<file path="src/rtl/hazard_pkg.sv">
// Shared encodings for the decode-stage hazard unit.
// Assumes: the select code is registered into decode/execute by the pipeline.
package hazard_pkg;
    typedef enum logic [1:0] {
        SEL_DECODE = 2'd0,
        SEL_EXMEM  = 2'd1,
        SEL_MEMWB  = 2'd2
    } opsel_e;
endpackage

</file>
<file path="src/rtl/hzd_prio_match.sv">
// Two-level priority match of one source against a younger and an older writer.
// Assumes: register 0 is hardwired, so it never matches.
module hzd_prio_match #(
    parameter int AW = 5
) (
    input  logic [AW-1:0] src,
    input  logic          src_used,
    input  logic [AW-1:0] young_rd,
    input  logic          young_wr,
    input  logic [AW-1:0] old_rd,
    input  logic          old_wr,
    output logic          young_hit,
    output logic          old_hit
);
    logic live;

    // Qualify, then give the younger writer priority.
    always_comb begin
        live      = src_used && (src != '0);
        young_hit = live && young_wr && (young_rd == src);
        old_hit   = live && old_wr && (old_rd == src) && !young_hit;
    end
endmodule

</file>
<file path="src/rtl/hzd_stall.sv">
// Stall decision from the per-operand match results.
// Assumes: hits are already qualified by use flag, write enable and nonzero register.
module hzd_stall #(
    parameter int NSRC = 2
) (
    input  logic [NSRC-1:0] idex_hit,
    input  logic [NSRC-1:0] exmem_hit,
    input  logic            idex_load,
    input  logic            exmem_load,
    input  logic            is_branch,
    output logic            stall
);
    logic load_use, br_on_ex, br_on_load;

    // Cases where no path delivers the value in time.
    always_comb begin
        load_use   = idex_load && (|idex_hit);
        br_on_ex   = is_branch && (|idex_hit);
        br_on_load = is_branch && exmem_load && (|exmem_hit);
        stall      = load_use || br_on_ex || br_on_load;
    end
endmodule

</file>
<file path="src/rtl/hzd_branch.sv">
// Decode-stage branch compare and target generation.
// Assumes: the operands already carry any forwarding.
module hzd_branch #(
    parameter int XLEN = 32
) (
    input  logic [XLEN-1:0] opnd_a,
    input  logic [XLEN-1:0] opnd_b,
    input  logic            is_branch,
    input  logic            on_ne,
    input  logic            stall,
    input  logic [XLEN-1:0] pc,
    input  logic [XLEN-1:0] offset,
    output logic            redirect,
    output logic [XLEN-1:0] target
);
    logic equal, taken;

    // Resolve direction and hold it back while stalled.
    always_comb begin
        equal    = (opnd_a == opnd_b);
        taken    = on_ne ? !equal : equal;
        redirect = is_branch && taken && !stall;
        target   = pc + offset;
    end
endmodule

</file>
<file path="src/rtl/hazard_forward_unit.sv">
// Decode-stage hazard detection, forwarding selection and branch resolution.
// Assumes: the register file is read in decode; the caller holds PC and
// fetch/decode and loads a no-op into decode/execute while stall is 1.
module hazard_forward_unit #(
    parameter int XLEN = 32,
    parameter int AW   = 5
) (
    input  logic [AW-1:0]   id_rs_a,
    input  logic [AW-1:0]   id_rs_b,
    input  logic            id_use_a,
    input  logic            id_use_b,
    input  logic            id_is_branch,
    input  logic            id_branch_ne,
    input  logic [XLEN-1:0] id_pc,
    input  logic [XLEN-1:0] id_offset,
    input  logic [XLEN-1:0] rf_data_a,
    input  logic [XLEN-1:0] rf_data_b,
    input  logic [AW-1:0]   idex_rd,
    input  logic            idex_wr,
    input  logic            idex_load,
    input  logic [AW-1:0]   exmem_rd,
    input  logic            exmem_wr,
    input  logic            exmem_load,
    input  logic [XLEN-1:0] exmem_alu,
    input  logic [AW-1:0]   memwb_rd,
    input  logic            memwb_wr,
    input  logic [XLEN-1:0] memwb_data,
    output logic [1:0]      ex_sel_a,
    output logic [1:0]      ex_sel_b,
    output logic [XLEN-1:0] id_opnd_a,
    output logic [XLEN-1:0] id_opnd_b,
    output logic            stall,
    output logic            redirect,
    output logic [XLEN-1:0] redirect_pc
);
    import hazard_pkg::*;

    localparam int NSRC = 2;

    logic [AW-1:0]   src    [NSRC];
    logic            used   [NSRC];
    logic [XLEN-1:0] rfval  [NSRC];
    logic [XLEN-1:0] opnd   [NSRC];
    opsel_e          exsel  [NSRC];
    logic [NSRC-1:0] hit_idex, hit_exmem_ex, hit_exmem_id, hit_memwb_id;

    // Gather operand inputs into arrays.
    always_comb begin
        src[0]   = id_rs_a;  src[1]   = id_rs_b;
        used[0]  = id_use_a; used[1]  = id_use_b;
        rfval[0] = rf_data_a; rfval[1] = rf_data_b;
    end

    for (genvar g = 0; g < NSRC; g++) begin : g_src
        // Execute-side view: decode/execute is youngest, execute/memory next.
        hzd_prio_match #(.AW(AW)) u_exm (
            .src(src[g]), .src_used(used[g]),
            .young_rd(idex_rd), .young_wr(idex_wr),
            .old_rd(exmem_rd), .old_wr(exmem_wr),
            .young_hit(hit_idex[g]), .old_hit(hit_exmem_ex[g])
        );
        // Decode-side view: execute/memory is youngest, memory/write-back next.
        hzd_prio_match #(.AW(AW)) u_idm (
            .src(src[g]), .src_used(used[g]),
            .young_rd(exmem_rd), .young_wr(exmem_wr),
            .old_rd(memwb_rd), .old_wr(memwb_wr),
            .young_hit(hit_exmem_id[g]), .old_hit(hit_memwb_id[g])
        );

        // Select code for execute and forwarded value for decode.
        always_comb begin
            if (hit_idex[g])          exsel[g] = SEL_EXMEM;
            else if (hit_exmem_ex[g]) exsel[g] = SEL_MEMWB;
            else                      exsel[g] = SEL_DECODE;

            if (hit_exmem_id[g] && !exmem_load) opnd[g] = exmem_alu;
            else if (hit_memwb_id[g])           opnd[g] = memwb_data;
            else                                opnd[g] = rfval[g];
        end
    end

    hzd_stall #(.NSRC(NSRC)) u_stall (
        .idex_hit(hit_idex), .exmem_hit(hit_exmem_id),
        .idex_load(idex_load), .exmem_load(exmem_load),
        .is_branch(id_is_branch), .stall(stall)
    );

    hzd_branch #(.XLEN(XLEN)) u_branch (
        .opnd_a(opnd[0]), .opnd_b(opnd[1]),
        .is_branch(id_is_branch), .on_ne(id_branch_ne), .stall(stall),
        .pc(id_pc), .offset(id_offset),
        .redirect(redirect), .target(redirect_pc)
    );

    // Drive the output ports.
    always_comb begin
        ex_sel_a  = exsel[0];
        ex_sel_b  = exsel[1];
        id_opnd_a = opnd[0];
        id_opnd_b = opnd[1];
    end
endmodule

</file>
<file path="config.mk">
export PLATFORM = sky130hd
export DESIGN_NAME = hazard_forward_unit
export DESIGN_NICKNAME = d
export VERILOG_FILES = /design/src/rtl/hazard_pkg.sv /design/src/rtl/hzd_prio_match.sv /design/src/rtl/hzd_stall.sv /design/src/rtl/hzd_branch.sv /design/src/rtl/hazard_forward_unit.sv
export SDC_FILE = /design/constraint.sdc
export NUM_CORES = 1
export LEC_CHECK = 0
export ABC_AREA = 1
export BUFFER_PORTS_ARGS = -buffer_cell sky130_fd_sc_hd__buf_2
export CORE_AREA = 2 2 129 131
export DETAILED_ROUTE_END_ITERATION = 12
export DIE_AREA = 0 0 131 133
export PLACE_DENSITY = 0.69
export SYNTH_ARGS = -nofsm -noshare
export SYNTH_HDL_FRONTEND = slang
export SYNTH_HIERARCHICAL = 1
export SYNTH_SLANG_ARGS = --single-unit
</file>
<file path="constraint.sdc">
create_clock -name vclk -period 1.6
set_input_delay 0.08 -clock vclk [all_inputs]
set_output_delay 0.08 -clock vclk [all_outputs]
set_load 0.01 [all_outputs]
</file>
After elaboration in Yosys (flattened, before gate mapping)
Cells that the tools add are included.
{ "totals": {"register_bits": 0, "wordCells": 56, "out_inout_bits": 102, "in_bits": 226} }
{ "classes": {"eq_ne": 7, "n_reduce_logical": 39, "n_mux": 9, "add_sub_neg": 1} }
{ "ops": {"columns": ["op", "n"], "rows": [
  ["32-bit two-way mux", 4],
  ["32-bit adder", 1],
  ["32-bit equality test", 1],
  ["5-bit equality test", 6],
  ["1-bit logical AND", 26],
  ["5-bit nonzero test", 2],
  ["2-bit two-way mux", 4],
  ["1-bit zero test", 7],
  ["2-bit OR reduction", 2],
  ["1-bit logical OR", 2],
  ["1-bit two-way mux", 1]
]} }

Longest topological paths before layout
{ "logic_depth": {"word_depth": 13, "depth_mapped": 25, "mapped_depth_nobuf": 23} }

Cells and area by module
Netlist, hierarchy kept.
{ "by_module_without_submodules": {"columns": ["module", "area_per_inst_um2", "cells_each", "seq_area_each_um2", "n_inst"], "rows": [
  ["hzd_branch", 2650.0, 542, 0.0, 1],
  ["hazard_forward_unit", 1923.1, 453, 0.0, 1],
  ["hzd_prio_match", 229.0, 53, 0.0, 4],
  ["hzd_stall", 55.1, 14, 0.0, 1]
]} }

Least setup slack after synthesis
No wires, ideal clock.
{ "synth_path": {"path_kind": "input -> output", "start": "in id_rs_b[0]", "end": "out redirect", "arrival_time_ps": 1783, "required_ps": 1520, "n_path_buf": 2, "setup_slack_ps": -263, "cell_stages": 22, "path_cell_list": "inv_2 nand2_1 nand2_1 nor2_1 nand3_1 nand3_1 inv_1 buf_6 inv_2 buf_6 nand2_1 nand3_1 nand2_1 xnor2_1 nand2_1 nor2_1 nand2_1 nor2_1 nand2_1 nand2_1 nand2_1 nor2_1"} }
{ "synth_between": {"elab_chain_len": 13, "word_cells_on_any_way": 29, "cone_classes": "eq/ne: 4; mux: 3; reduce/logical: 22"} }
{ "synth_rtl": {"columns": ["item", "line", "rtl"], "rows": [
  ["start, declared", "hazard_forward_unit.sv:9", "input logic [AW-1:0] id_rs_b,"],
  ["5-bit nonzero test", "hzd_prio_match.sv:19", "live = src_used && (src != '0);"],
  ["1-bit logical AND", "hzd_prio_match.sv:19", null],
  ["1-bit logical AND (2 in series)", "hzd_prio_match.sv:20", "young_hit = live && young_wr && (young_rd == src);"],
  ["1-bit zero test", "hzd_prio_match.sv:21", "old_hit = live && old_wr && (old_rd == src) && !young_hit;"],
  ["1-bit logical AND *", "hzd_prio_match.sv:21", null],
  ["via hit_memwb_id[1]", "hazard_forward_unit.sv:45", "logic [NSRC-1:0] hit_idex, hit_exmem_ex, hit_exmem_id, hit_memwb_id;"],
  ["32-bit two-way mux *", "hazard_forward_unit.sv:77", "else if (hit_memwb_id[g]) opnd[g] = memwb_data;"],
  ["32-bit two-way mux *", "hazard_forward_unit.sv:76", "if (hit_exmem_id[g] && !exmem_load) opnd[g] = exmem_alu;"],
  ["via id_opnd_b[28]", "hazard_forward_unit.sv:31", "output logic [XLEN-1:0] id_opnd_b,"],
  ["32-bit equality test *", "hzd_branch.sv:20", "equal = (opnd_a == opnd_b);"],
  ["1-bit zero test", "hzd_branch.sv:21", "taken = on_ne ? !equal : equal;"],
  ["1-bit two-way mux *", "hzd_branch.sv:21", null],
  ["1-bit logical AND * (2 in series)", "hzd_branch.sv:22", "redirect = is_branch && taken && !stall;"],
  ["end, declared", "hazard_forward_unit.sv:33", "output logic redirect,"]
]} }
The timed path passes the listed nets; every way through them passes the cells marked *.

Worst setup path after layout
{ "layout_path": {"start": "in id_rs_a[0]", "end": "out redirect"} }
{ "layout_between": {"elab_chain_len": 13, "word_cells_on_any_way": 29, "cone_classes": "eq/ne: 4; mux: 3; reduce/logical: 22"} }
{ "layout_rtl": {"columns": ["item", "line", "rtl"], "rows": [
  ["start, declared", "hazard_forward_unit.sv:8", "input logic [AW-1:0] id_rs_a,"],
  ["5-bit nonzero test", "hzd_prio_match.sv:19", null],
  ["1-bit logical AND", "hzd_prio_match.sv:19", null],
  ["1-bit logical AND", "hzd_prio_match.sv:20", null],
  ["1-bit logical AND *", "hzd_prio_match.sv:20", null],
  ["via hit_exmem_id[0]", "hazard_forward_unit.sv:45", null],
  ["1-bit zero test", "hzd_prio_match.sv:21", null],
  ["1-bit logical AND", "hzd_prio_match.sv:21", null],
  ["32-bit two-way mux", "hazard_forward_unit.sv:77", null],
  ["32-bit two-way mux", "hazard_forward_unit.sv:76", null],
  ["32-bit equality test", "hzd_branch.sv:20", null],
  ["1-bit zero test", "hzd_branch.sv:21", null],
  ["1-bit two-way mux", "hzd_branch.sv:21", null],
  ["1-bit logical AND", "hzd_branch.sv:22", null],
  ["1-bit logical AND *", "hzd_branch.sv:22", null]
]} }
Marked as above.

==> results.yml <==
detailed_routing:
  wl_mm: 30.97
  wl_per_cell_um: 16.18
  drt_iter0_drc: 763
  drc: 0
  firstDrtPassIters: 5
  ant_nets: 0
  via_per_inst: 5.071
  num_vias: 9706
critical_path:
  worstSetupStartpointType: "primary input"
  critPathMaxFanout: 8
  worstPathArrival_ns: 2.57
  critPathCapture: "redirect"
  critPathKind: "in2out"
  end_kind: "output port"
  critPathRequiredTime_ns: 1.52
  startpoint: "id_rs_a[0]"
synthesis:
  synthAdderAreaFrac_pct: 7.357
  synth_nets: 1479
  synthDistinctLibCells: 26
  synth_xor_area_share_pct: 6.161
  yosys_warnings: 6
  synth_compound_area_share_pct: 5.146
  muxShareOfSynthArea_pct: 0
  synth_top_family_by_area: "simple AND/OR/NAND/NOR gates"
  yosysSeqAreaShare_pct: 0
  postSynthCellCount: 1221
  netlist_area_mm2: 0.005544
  syn_area_per_cell_um2: 4.541
  synth-simple-area-share_pct: 59.13
floorplan:
  pin_count: 328
  chipWidth_um: 131
  dieHeight_um: 133
  rows: 47
  dieArea_mm2: 0.01742
  initial_core_util_pct: 34.28
  core_mm2: 0.01617
global_route:
  grt_max_degree: 33
  use_met3_pct: 2.386
  first_global_vias: 8501
  grtUsageMet1_pct: 31.53
  grt.busiest_layer: "met2"
  use_met2_pct: 49.48
  grt_overflow: 0
  antenna_found_initial: 5
  track_usage_pct: 26.81
  grt_first_pass_wirelength_mm: 38.72
timing:
  finalMaxSlewViolations: 0
  slew_headroom_pct: 82.52
  period_share_pct: 165.5
  final.setup.tns_ns: -4.529
  clock.fmax_ghz: 0.3777
  timing.final.hold_violations: 0
  setup_slack_ns: -1.048
  rsz0062_at_grt: "true"
  worst_slew_pin_slew_ns: 0.2594
  setup_viol_count_final: 50
  fin_crit_ns: 2.648
finish:
  mostFrequentLayoutCells: "398 x nand2_1, 247 x buf_2, 234 x inv_1, 145 x nand2_2, 109 x buf_6"
  design.seq.count: 0
  finalNonFillerCells: 1914
  seq_area_um2: 0
  area_growth_pct: 104.9
  n_clock_buffer: 0
  layout_commonest_cell: "nand2_1"
  nets: 1949
  design_area_mm2: 0.01136
  layout-drive-gt1-share_pct: 52.69
placed_design:
  gp_congestion: 0.9463
  place_inst: 1870
  hpwl_mm: 19.41
  place_ws_ns: -1.020
  placed_area_mm2: 0.008442
  port_buffers: 328
power_and_ir_drop:
  power.sequential.fraction_pct: 0
  leakage_uw: 0.006817
  swShare_pct: 53.17
  clock_power_share_pct: 0
  internal_power_uw: 1600
  pwr-share-comb_pct: 100.0
  irDropWorstVdd_v: 0.0002297
  power_density_mw_per_mm2: 300.7
  p_switching_uw: 1817
hold_path:
  hold_class: "in2out"
  hold_path_startpoint: "id_offset[0]"
run_status:
  status: "finished, violations left"
  violations: "setup timing"
flow_run:
  cap_violations: 0
## timing repair
action	in CTS	in global routing
setup endpoints to repair	85	88
resized for setup	194	412
hold buffers	0	0
pin swaps	55	142
setup buffers	26	25
gates cloned	4	9
## worst max-delay path, stage by stage
cell       delay [ns]
buf_12           0.10
clkinv_8         0.05
nand2_4          0.04
nand2_2          0.04
nor2_2           0.12
nand3_2          0.11
buf_6            0.14
nor2_4           0.17
nand2_8          0.14
clkbuf_16        0.22
nand3_4          0.07
nand2_4          0.06
xnor2_1          0.21
nand2_1          0.11
nor2_1           0.16
nand2_1          0.14
nor2_4           0.14
nand2_2          0.09
nand2_1          0.07
nand2_1          0.06
nor2_2           0.10
buf_2            0.14
## through the flow
stage                     utilization [%]  total power (uW)  hold slack, ns
after global placement              52.20              2435          0.4577
final                               70.25              3417          0.4644
after floorplan                         -              1309          0.2924
after CTS                           58.40              2721          0.4513
after detailed placement            52.20              2457          0.4574
after global routing                70.25              3674          0.4758
## how the worst min path moves through the flow
stage | to | cells after the start | slack (ns)
after global placement | redirect_pc[0] | 3 | 0.46
after CTS | redirect_pc[0] | 3 | 0.45
after global routing | redirect_pc[0] | 3 | 0.48
final | redirect_pc[0] | 3 | 0.46
after detailed placement | redirect_pc[0] | 3 | 0.46
after floorplan | id_opnd_b[15] | 2 | 0.29
## layer usage
metal | vias up | routed length (um)
met2 | 622 | 15370
met5 | - | 0
met4 | 0 | 1931
met3 | 163 | 2718
met1 | 4359 | 10950
li1 | 4562 | -
## power groups by stage
stage,sequential (uW),combinational (uW),clock (uW)
finish,0,3420,0.000419
global placement,0,2430,0
CTS,0,2720,0
floorplan,0,1310,0
detailed placement,0,2460,0
global route,0,3670,0.000418
## cell families (layout without fill, tap and decap cells)
| logic type | count (synthesis) | in the layout |
|---|---|---|
| AO/OA/AOI/OAI | 55 | 55 |
| adder cells (fa/ha/maj) | 32 | 32 |
| XOR/XNOR | 39 | 39 |
| buffers and inverters | 294 | 762 |
| other | 0 | 5 |
| AND/OR/NAND/NOR | 801 | 801 |
## synth_stat cells
cell | count | area (um2)
nand2_1 | 577 | 2166
inv_1 | 247 | 927.1
nand3_1 | 101 | 505.5
nor2_1 | 82 | 307.8
a21oi_1 | 34 | 170.2
ha_1 | 31 | 387.9
xnor2_1 | 24 | 210.2
inv_2 | 19 | 71.32
o21ai_0 | 16 | 80.08
xor2_1 | 15 | 131.4
nand2_2 | 12 | 75.07
buf_4 | 11 | 82.58
nor2_2 | 11 | 68.82
buf_6 | 10 | 112.6
nand4_1 | 7 | 43.79
nand2_4 | 6 | 67.56
buf_2 | 5 | 25.02
o21bai_1 | 3 | 22.52
inv_4 | 2 | 12.51
nor3_2 | 2 | 20.02
a21o_1 | 1 | 7.510
fa_1 | 1 | 20.02
nand3b_1 | 1 | 7.510
nor2_4 | 1 | 11.26
nor3_1 | 1 | 5.000
o21ai_1 | 1 | 5.000
## cell type report
type                            count  area, um2
Timing Repair inverter              3      48.80
Antenna cell                        5      12.51
Multi-Input combinational cell    927       6028
Tap cell                          220      275.3
Inverter                          268       1056
Fill cell                        1183       4811
Timing Repair Buffer              491       3940
Note: power is estimated with default switching activity, not from simulation.
